`config.mk`:
```
export PLATFORM = sky130hd
export DESIGN_NAME = agu_load_unit
export DESIGN_NICKNAME = d
export VERILOG_FILES = /design/src/rtl/agu_pkg.sv /design/src/rtl/agu_offset_sel.sv /design/src/rtl/agu_addr_calc.sv /design/src/rtl/agu_byte_ext.sv /design/src/rtl/agu_load_unit.sv
export SDC_FILE = /design/constraint.sdc
export NUM_CORES = 1
export LEC_CHECK = 0
export BUFFER_PORTS_ARGS = -buffer_cell sky130_fd_sc_hd__buf_2
export CAP_MARGIN = 30
export CORE_MARGIN = 2
export CORE_UTILIZATION = 35
export CTS_BUF_LIST = sky130_fd_sc_hd__clkbuf_16
export CTS_CLUSTER_SIZE = 40
export DETAILED_ROUTE_END_ITERATION = 12
export GPL_ROUTABILITY_DRIVEN = 0
export PLACE_DENSITY = 0.58
export SLEW_MARGIN = 20
export SYNTH_ARGS = -nofsm -noshare
export SYNTH_HDL_FRONTEND = slang
export SYNTH_HIERARCHICAL = 1
export SYNTH_SLANG_ARGS = --single-unit
```
`constraint.sdc`:
```
create_clock -name clk -period 11.6 [get_ports clk]
set_clock_uncertainty 0.05 [all_clocks]
set_input_delay 2.9 -clock clk [delete_from_list [all_inputs] [get_ports clk]]
set_output_delay 2.9 -clock clk [all_outputs]
set_load 0.03 [all_outputs]
```
`src/rtl/agu_pkg.sv`:
```
package agu_pkg;

    localparam int XLEN   = 32;
    localparam int IMM_W  = 12;
    localparam int SHAMT_W = 2;
    localparam int BYTE_W = 8;

    typedef enum logic [1:0] {
        AM_OFFSET = 2'd0,
        AM_PRE    = 2'd1,
        AM_POST   = 2'd2,
        AM_RSVD   = 2'd3
    } addr_mode_e;

    typedef enum logic [1:0] {
        OS_IMM     = 2'd0,
        OS_REG     = 2'd1,
        OS_REG_SHL = 2'd2,
        OS_RSVD    = 2'd3
    } off_src_e;

    function automatic logic [XLEN-1:0] adjust_base(
        input logic [XLEN-1:0] base,
        input logic [XLEN-1:0] off,
        input logic            sub
    );
        return sub ? (base - off) : (base + off);
    endfunction

    function automatic logic [XLEN-1:0] widen_byte(
        input logic [BYTE_W-1:0] b,
        input logic              sgn
    );
        logic fill;
        fill = sgn & b[BYTE_W-1];
        return {{(XLEN-BYTE_W){fill}}, b};
    endfunction

endpackage

```
`src/rtl/agu_offset_sel.sv`:
```
module agu_offset_sel
    import agu_pkg::*;
#(
    parameter int DATA_W = XLEN,
    parameter int IW     = IMM_W,
    parameter int SW     = SHAMT_W
) (
    input  logic [1:0]        off_src,
    input  logic [DATA_W-1:0] index_val,
    input  logic [IW-1:0]     imm_val,
    input  logic [SW-1:0]     shift_amt,
    output logic [DATA_W-1:0] offset
);
    localparam int PAD_W = DATA_W - IW;

    logic [DATA_W-1:0] imm_ext;
    logic [DATA_W-1:0] idx_shl;
    off_src_e          src;

    assign imm_ext = {{PAD_W{1'b0}}, imm_val};
    assign idx_shl = index_val << shift_amt;
    assign src     = off_src_e'(off_src);

    always_comb begin
        unique case (src)
            OS_REG:     offset = index_val;
            OS_REG_SHL: offset = idx_shl;
            default:    offset = imm_ext;
        endcase
    end

    // immediate sources never produce bits above the immediate field
    always_comb begin
        if (src == OS_IMM || src == OS_RSVD)
            p_imm_upper_zero_r4: assert (offset[DATA_W-1:IW] == '0)
                else $error("immediate offset has upper bits set");
    end

endmodule

```
`src/rtl/agu_addr_calc.sv`:
```
module agu_addr_calc
    import agu_pkg::*;
#(
    parameter int DATA_W = XLEN
) (
    input  logic [DATA_W-1:0] base_val,
    input  logic [DATA_W-1:0] offset,
    input  logic              sub_off,
    input  logic [1:0]        addr_mode,
    input  logic              req_valid,
    output logic [DATA_W-1:0] eff_addr,
    output logic              wb_en,
    output logic [DATA_W-1:0] wb_val
);
    logic [DATA_W-1:0] adjusted;
    addr_mode_e        mode;
    logic              updates_base;

    assign adjusted = adjust_base(base_val, offset, sub_off);
    assign mode     = addr_mode_e'(addr_mode);

    always_comb begin
        unique case (mode)
            AM_PRE:  begin eff_addr = adjusted; updates_base = 1'b1; end
            AM_POST: begin eff_addr = base_val; updates_base = 1'b1; end
            default: begin eff_addr = adjusted; updates_base = 1'b0; end
        endcase
    end

    assign wb_en  = updates_base & req_valid;
    assign wb_val = adjusted;

endmodule

```
`src/rtl/agu_byte_ext.sv`:
```
module agu_byte_ext
    import agu_pkg::*;
#(
    parameter int DATA_W = XLEN,
    parameter int BW     = BYTE_W
) (
    input  logic              clk,
    input  logic              rst,
    input  logic              rdata_valid,
    input  logic              ld_signed,
    input  logic [BW-1:0]     rdata_byte,
    output logic [DATA_W-1:0] ld_result,
    output logic              ld_result_valid
);
    always_ff @(posedge clk) begin
        if (rst) begin
            ld_result       <= '0;
            ld_result_valid <= 1'b0;
        end else begin
            ld_result_valid <= rdata_valid;
            if (rdata_valid)
                ld_result <= widen_byte(rdata_byte, ld_signed);
        end
    end

    p_low_byte_r9: assert property (@(posedge clk) disable iff (rst)
        rdata_valid |=> (ld_result[BW-1:0] == $past(rdata_byte)) && ld_result_valid);

    p_zero_fill_r7: assert property (@(posedge clk) disable iff (rst)
        (rdata_valid && !ld_signed) |=> (ld_result[DATA_W-1:BW] == '0));

    p_sign_fill_r8: assert property (@(posedge clk) disable iff (rst)
        (rdata_valid && ld_signed) |=>
            (ld_result[DATA_W-1:BW] == {(DATA_W-BW){$past(rdata_byte[BW-1])}}));

    p_hold_r9: assert property (@(posedge clk) disable iff (rst)
        !rdata_valid |=> $stable(ld_result) && !ld_result_valid);

endmodule

```
`src/rtl/agu_load_unit.sv`:
```
module agu_load_unit
    import agu_pkg::*;
#(
    parameter int DATA_W = XLEN,
    parameter int IW     = IMM_W,
    parameter int SW     = SHAMT_W,
    parameter int BW     = BYTE_W
) (
    input  logic              clk,
    input  logic              rst,
    input  logic              req_valid,
    input  logic [DATA_W-1:0] base_val,
    input  logic [DATA_W-1:0] index_val,
    input  logic [IW-1:0]     imm_val,
    input  logic [SW-1:0]     shift_amt,
    input  logic [1:0]        off_src,
    input  logic [1:0]        addr_mode,
    input  logic              sub_off,
    input  logic              ld_signed,
    input  logic              rdata_valid,
    input  logic [BW-1:0]     rdata_byte,
    output logic [DATA_W-1:0] eff_addr,
    output logic              wb_en,
    output logic [DATA_W-1:0] wb_val,
    output logic [DATA_W-1:0] ld_result,
    output logic              ld_result_valid
);
    logic [DATA_W-1:0] offset;

    agu_offset_sel #(.DATA_W(DATA_W), .IW(IW), .SW(SW)) u_off (
        .off_src   (off_src),
        .index_val (index_val),
        .imm_val   (imm_val),
        .shift_amt (shift_amt),
        .offset    (offset)
    );

    agu_addr_calc #(.DATA_W(DATA_W)) u_calc (
        .base_val  (base_val),
        .offset    (offset),
        .sub_off   (sub_off),
        .addr_mode (addr_mode),
        .req_valid (req_valid),
        .eff_addr  (eff_addr),
        .wb_en     (wb_en),
        .wb_val    (wb_val)
    );

    agu_byte_ext #(.DATA_W(DATA_W), .BW(BW)) u_ext (
        .clk             (clk),
        .rst             (rst),
        .rdata_valid     (rdata_valid),
        .ld_signed       (ld_signed),
        .rdata_byte      (rdata_byte),
        .ld_result       (ld_result),
        .ld_result_valid (ld_result_valid)
    );

    p_no_wb_idle_r6: assert property (@(posedge clk) disable iff (rst)
        !req_valid |-> !wb_en);

    p_offset_no_wb_r1: assert property (@(posedge clk) disable iff (rst)
        (addr_mode == 2'd0 || addr_mode == 2'd3) |-> !wb_en);

    p_pre_same_r2: assert property (@(posedge clk) disable iff (rst)
        (addr_mode == 2'd1) |-> (eff_addr == wb_val) && (wb_en == req_valid));

    p_post_base_r3: assert property (@(posedge clk) disable iff (rst)
        (addr_mode == 2'd2) |-> (eff_addr == base_val) && (wb_en == req_valid));

    p_zero_offset_r5: assert property (@(posedge clk) disable iff (rst)
        (off_src == 2'd0 && imm_val == '0) |-> (wb_val == base_val));

endmodule

```
==> results.toml <==
[setup_path]
crit_fanout = 33
r2r_slack_ns = 10.60
crit-reg2reg-capture = "u_ext/ld_result[8]$_SDFFE_PP0P_"
path_class = "in -> out"
start_kind = "primary input"
reg2reg_depth = 2
end_kind = "output port"
rr_startpoint = "u_ext/ld_result[8]$_SDFFE_PP0P_"
cp.arrival_ns = 8.06
cp_data_required_time_ns = 8.65
endpoint = "eff_addr[31]"
worstSetupStartpoint = "shift_amt[0]"

[drt]
routed_wl_mm = 14.7
vias_per_cell = 5.45
vias = 5187
first_pass_iters = 6
ant_nets = 0
drc_errors = 0
wl_per_cell_um = 15.5
dr.first_iter.drc_count = 261

[sta]
post-route-period-util_pct = 94.9
hold_slack_ns = 0.433
setup_viol = 0
tightest_slew_ns = 0.823
grt_setup_unrepaired = "no"
relSlewSlack_pct = 45.1
finalMaxSlewViolations = 0
fmax_mhz = 90.9
final.setup.tns_ns = 0
finalHoldViolations = 0
period_needed_ns = 11.01

[synthesis]
yosysTopAreaCell = "ha_1"
yosysMostFrequentCell = "nor2_1"
ys_async_sr_fraction_pct = 0
synth_area_per_cell_um2 = 7.42
synth_top_family_by_area = "compound AO/OA/AOI/OAI gates"
yosys-top-cells-area = "ha_1, xnor2_1, mux2_2"
yosys.area_share.adder_pct = 10.1
synth_mux_area_share_pct = 16.9
ys_seq_area_share_pct = 4.29
synth_edf_count = 0
synth-xor-area-share_pct = 11.0
synth_common_cells = "nor2_1, a21oi_1, xnor2_1, mux2_2, ha_1"
synth.net_count = 762
synth_compound_area_share_pct = 26.8
synthesis.area_um2 = 4670
synth_cells = 629
synth-warning-count = 6
yosysTopAreaCellShare_pct = 9.65
ys.flop_type = "dfxtp_1"
synth-simple-area-share_pct = 20.3
synth-seq-cells = 10
synth_cell_types = 76

[floorplan]
dieArea_um2 = 14300
pin_count = 194
core_um2 = 13100
row_count = 42
die_y_um = 120
initial_core_util_pct = 35.5
die_w_um = 120

[global_routing]
use_met2_pct = 32.4
grt-ovfl-total = 0
grt_pass1_vias = 4687
use_met1_pct = 27.8
grt_max_degree = 45
antenna_found_initial = 0
grt_pass1_wl_mm = 23.5
use_met3_pct = 2.99
grt_most_used_layer = "met2"
track_usage_pct = 19.7

[placed_design]
io_buffers = 193
dp_hpwl_mm = 12.5
placed_area_um2 = 5510

[clock_network]
clkSinkCount = 10
clk_path_buf_depth = 2
post_cts_buffers = 0
clkLatencyLatePin_ns = 0.23
cts-root-buf = "clkbuf_16"
cts_max_level = 1
cts_tree = "built"
clkTransAtPathRegs_ns = 0.04
cts_hold_buf = 0
cts_made_buffers = 3
cts_resized = 0

[hold_path]
min_path_cells = 2
min_from = "u_ext/ld_result[3]$_SDFFE_PP0P_"
holdCritPathClass = "reg -> reg"

[final_layout]
drive_gt1_share_pct = 34.6
fin_area_um2 = 5610
antenna_cells = 0
areaGrowthSynthToFinish_pct = 20.2
fill_cells = 1415
nets = 909
fin_util_pct = 42.7

[power_and_ir_drop]
max-vdd-ir-drop_mv = 0.108
leakage_nw = 2.59
power_per_cell_area_nw_per_um2 = 136

[run_status]
status = "finished clean"

[job]
drv_cap = 0
-- cells by family (layout without fill, tap and decap cells) --
logic type / Yosys count / after routing
simple gates: 185 / 185
compound gates: 182 / 182
buf+inv: 84 / 230
mux: 73 / 73
xor+xnor: 58 / 58
fa+ha+maj: 37 / 37
flops: 10 / 10
-- layout by cell type, fill, tap and decap left out, types with 4 or more instances in the layout --
cell type  count
a211oi_1       4
a21o_1         7
a21oi_1       53
a221o_1       20
a22oi_1       10
a31oi_1        7
a41oi_1        4
buf_2        193
buf_4          5
dfxtp_1       10
ha_1          34
inv_1         25
mux2_2        37
mux2i_1       35
nand2_1       34
nand2b_1       6
nand3_1        8
nand4_1        6
nor2_1        67
nor2b_1       10
nor3_1        17
o21a_1         4
o21ai_0       32
o21bai_1       7
o31ai_1        5
or3_1          6
xnor2_1       48
xor2_1         9
-- per-stage QoR --
| step | setup WS (ns) | power (mW) | cells |
|---|---|---|---|
| 2_1_floorplan | 1.04 | 0.540 | 629 |
| 3_3_place_gp | 0.560 | 0.703 | 946 |
| 3_5_place_dp | 0.466 | 0.702 | 946 |
| 4_1_cts | 0.457 | 0.765 | 950 |
| 5_1_grt | 0.182 | 0.819 | 951 |
| 6_report | 0.594 | 0.763 | 951 |
-- per-layer routing --
layer	vias to the layer above	share of wire, %
met3	14	7.2
li1	2598	-
met4	0	1.5
met2	202	45
met5	-	0
met1	2373	46
-- sequential cells by signal, indices dropped and copies added (netlist names) --
name / flops
u_ext/ld_result_valid: 1
u_ext/ld_result: 9
-- power breakdown --
part / internal (mW) / switching, mW / total (mW)
clock network: 0.0451 / 0.0151 / 0.0602
logic: 0.227 / 0.438 / 0.665
registers: 0.0365 / 0.00131 / 0.0378
-- critical path, cell delays in order --
cell and delay (ns):
buf_2 0.63, mux2_2 0.43, mux2i_1 0.12, o21ai_0 0.21, or4_4 0.58, or3_4 0.37
nor4_4 0.19, nand2_2 0.10, nor2_2 0.15, a21oi_1 0.10, xnor2_1 0.17, ha_1 0.41
a21o_1 0.21, a21o_1 0.18, a21oi_1 0.16, o21ai_0 0.10, a221o_1 0.38, or2_1 0.25
o211ai_1 0.18, buf_2 0.23
-- area by class of cell --
type / count / area [um2] / share of cell area [%]
flip-flops and latches: 10 / 200 / 3.57
well taps: 176 / 220 / 3.92
repair buffers: 199 / 1030 / 18.4
multi-input cells: 535 / 3980 / 70.9
inverters: 27 / 104 / 1.85
clock buffers: 3 / 75.1 / 1.34
clock inverters: 1 / 3.75 / 0.0669
-- worst min-delay path by stage --
stage	to
3_3_place_gp	u_ext/ld_result[2]$_SDFFE_PP0P_
4_1_cts	u_ext/ld_result[0]$_SDFFE_PP0P_
2_1_floorplan	u_ext/ld_result[0]$_SDFFE_PP0P_
5_1_grt	u_ext/ld_result[3]$_SDFFE_PP0P_
3_5_place_dp	u_ext/ld_result[0]$_SDFFE_PP0P_
6_report	u_ext/ld_result[3]$_SDFFE_PP0P_
Power figures use the tool's default switching activity.
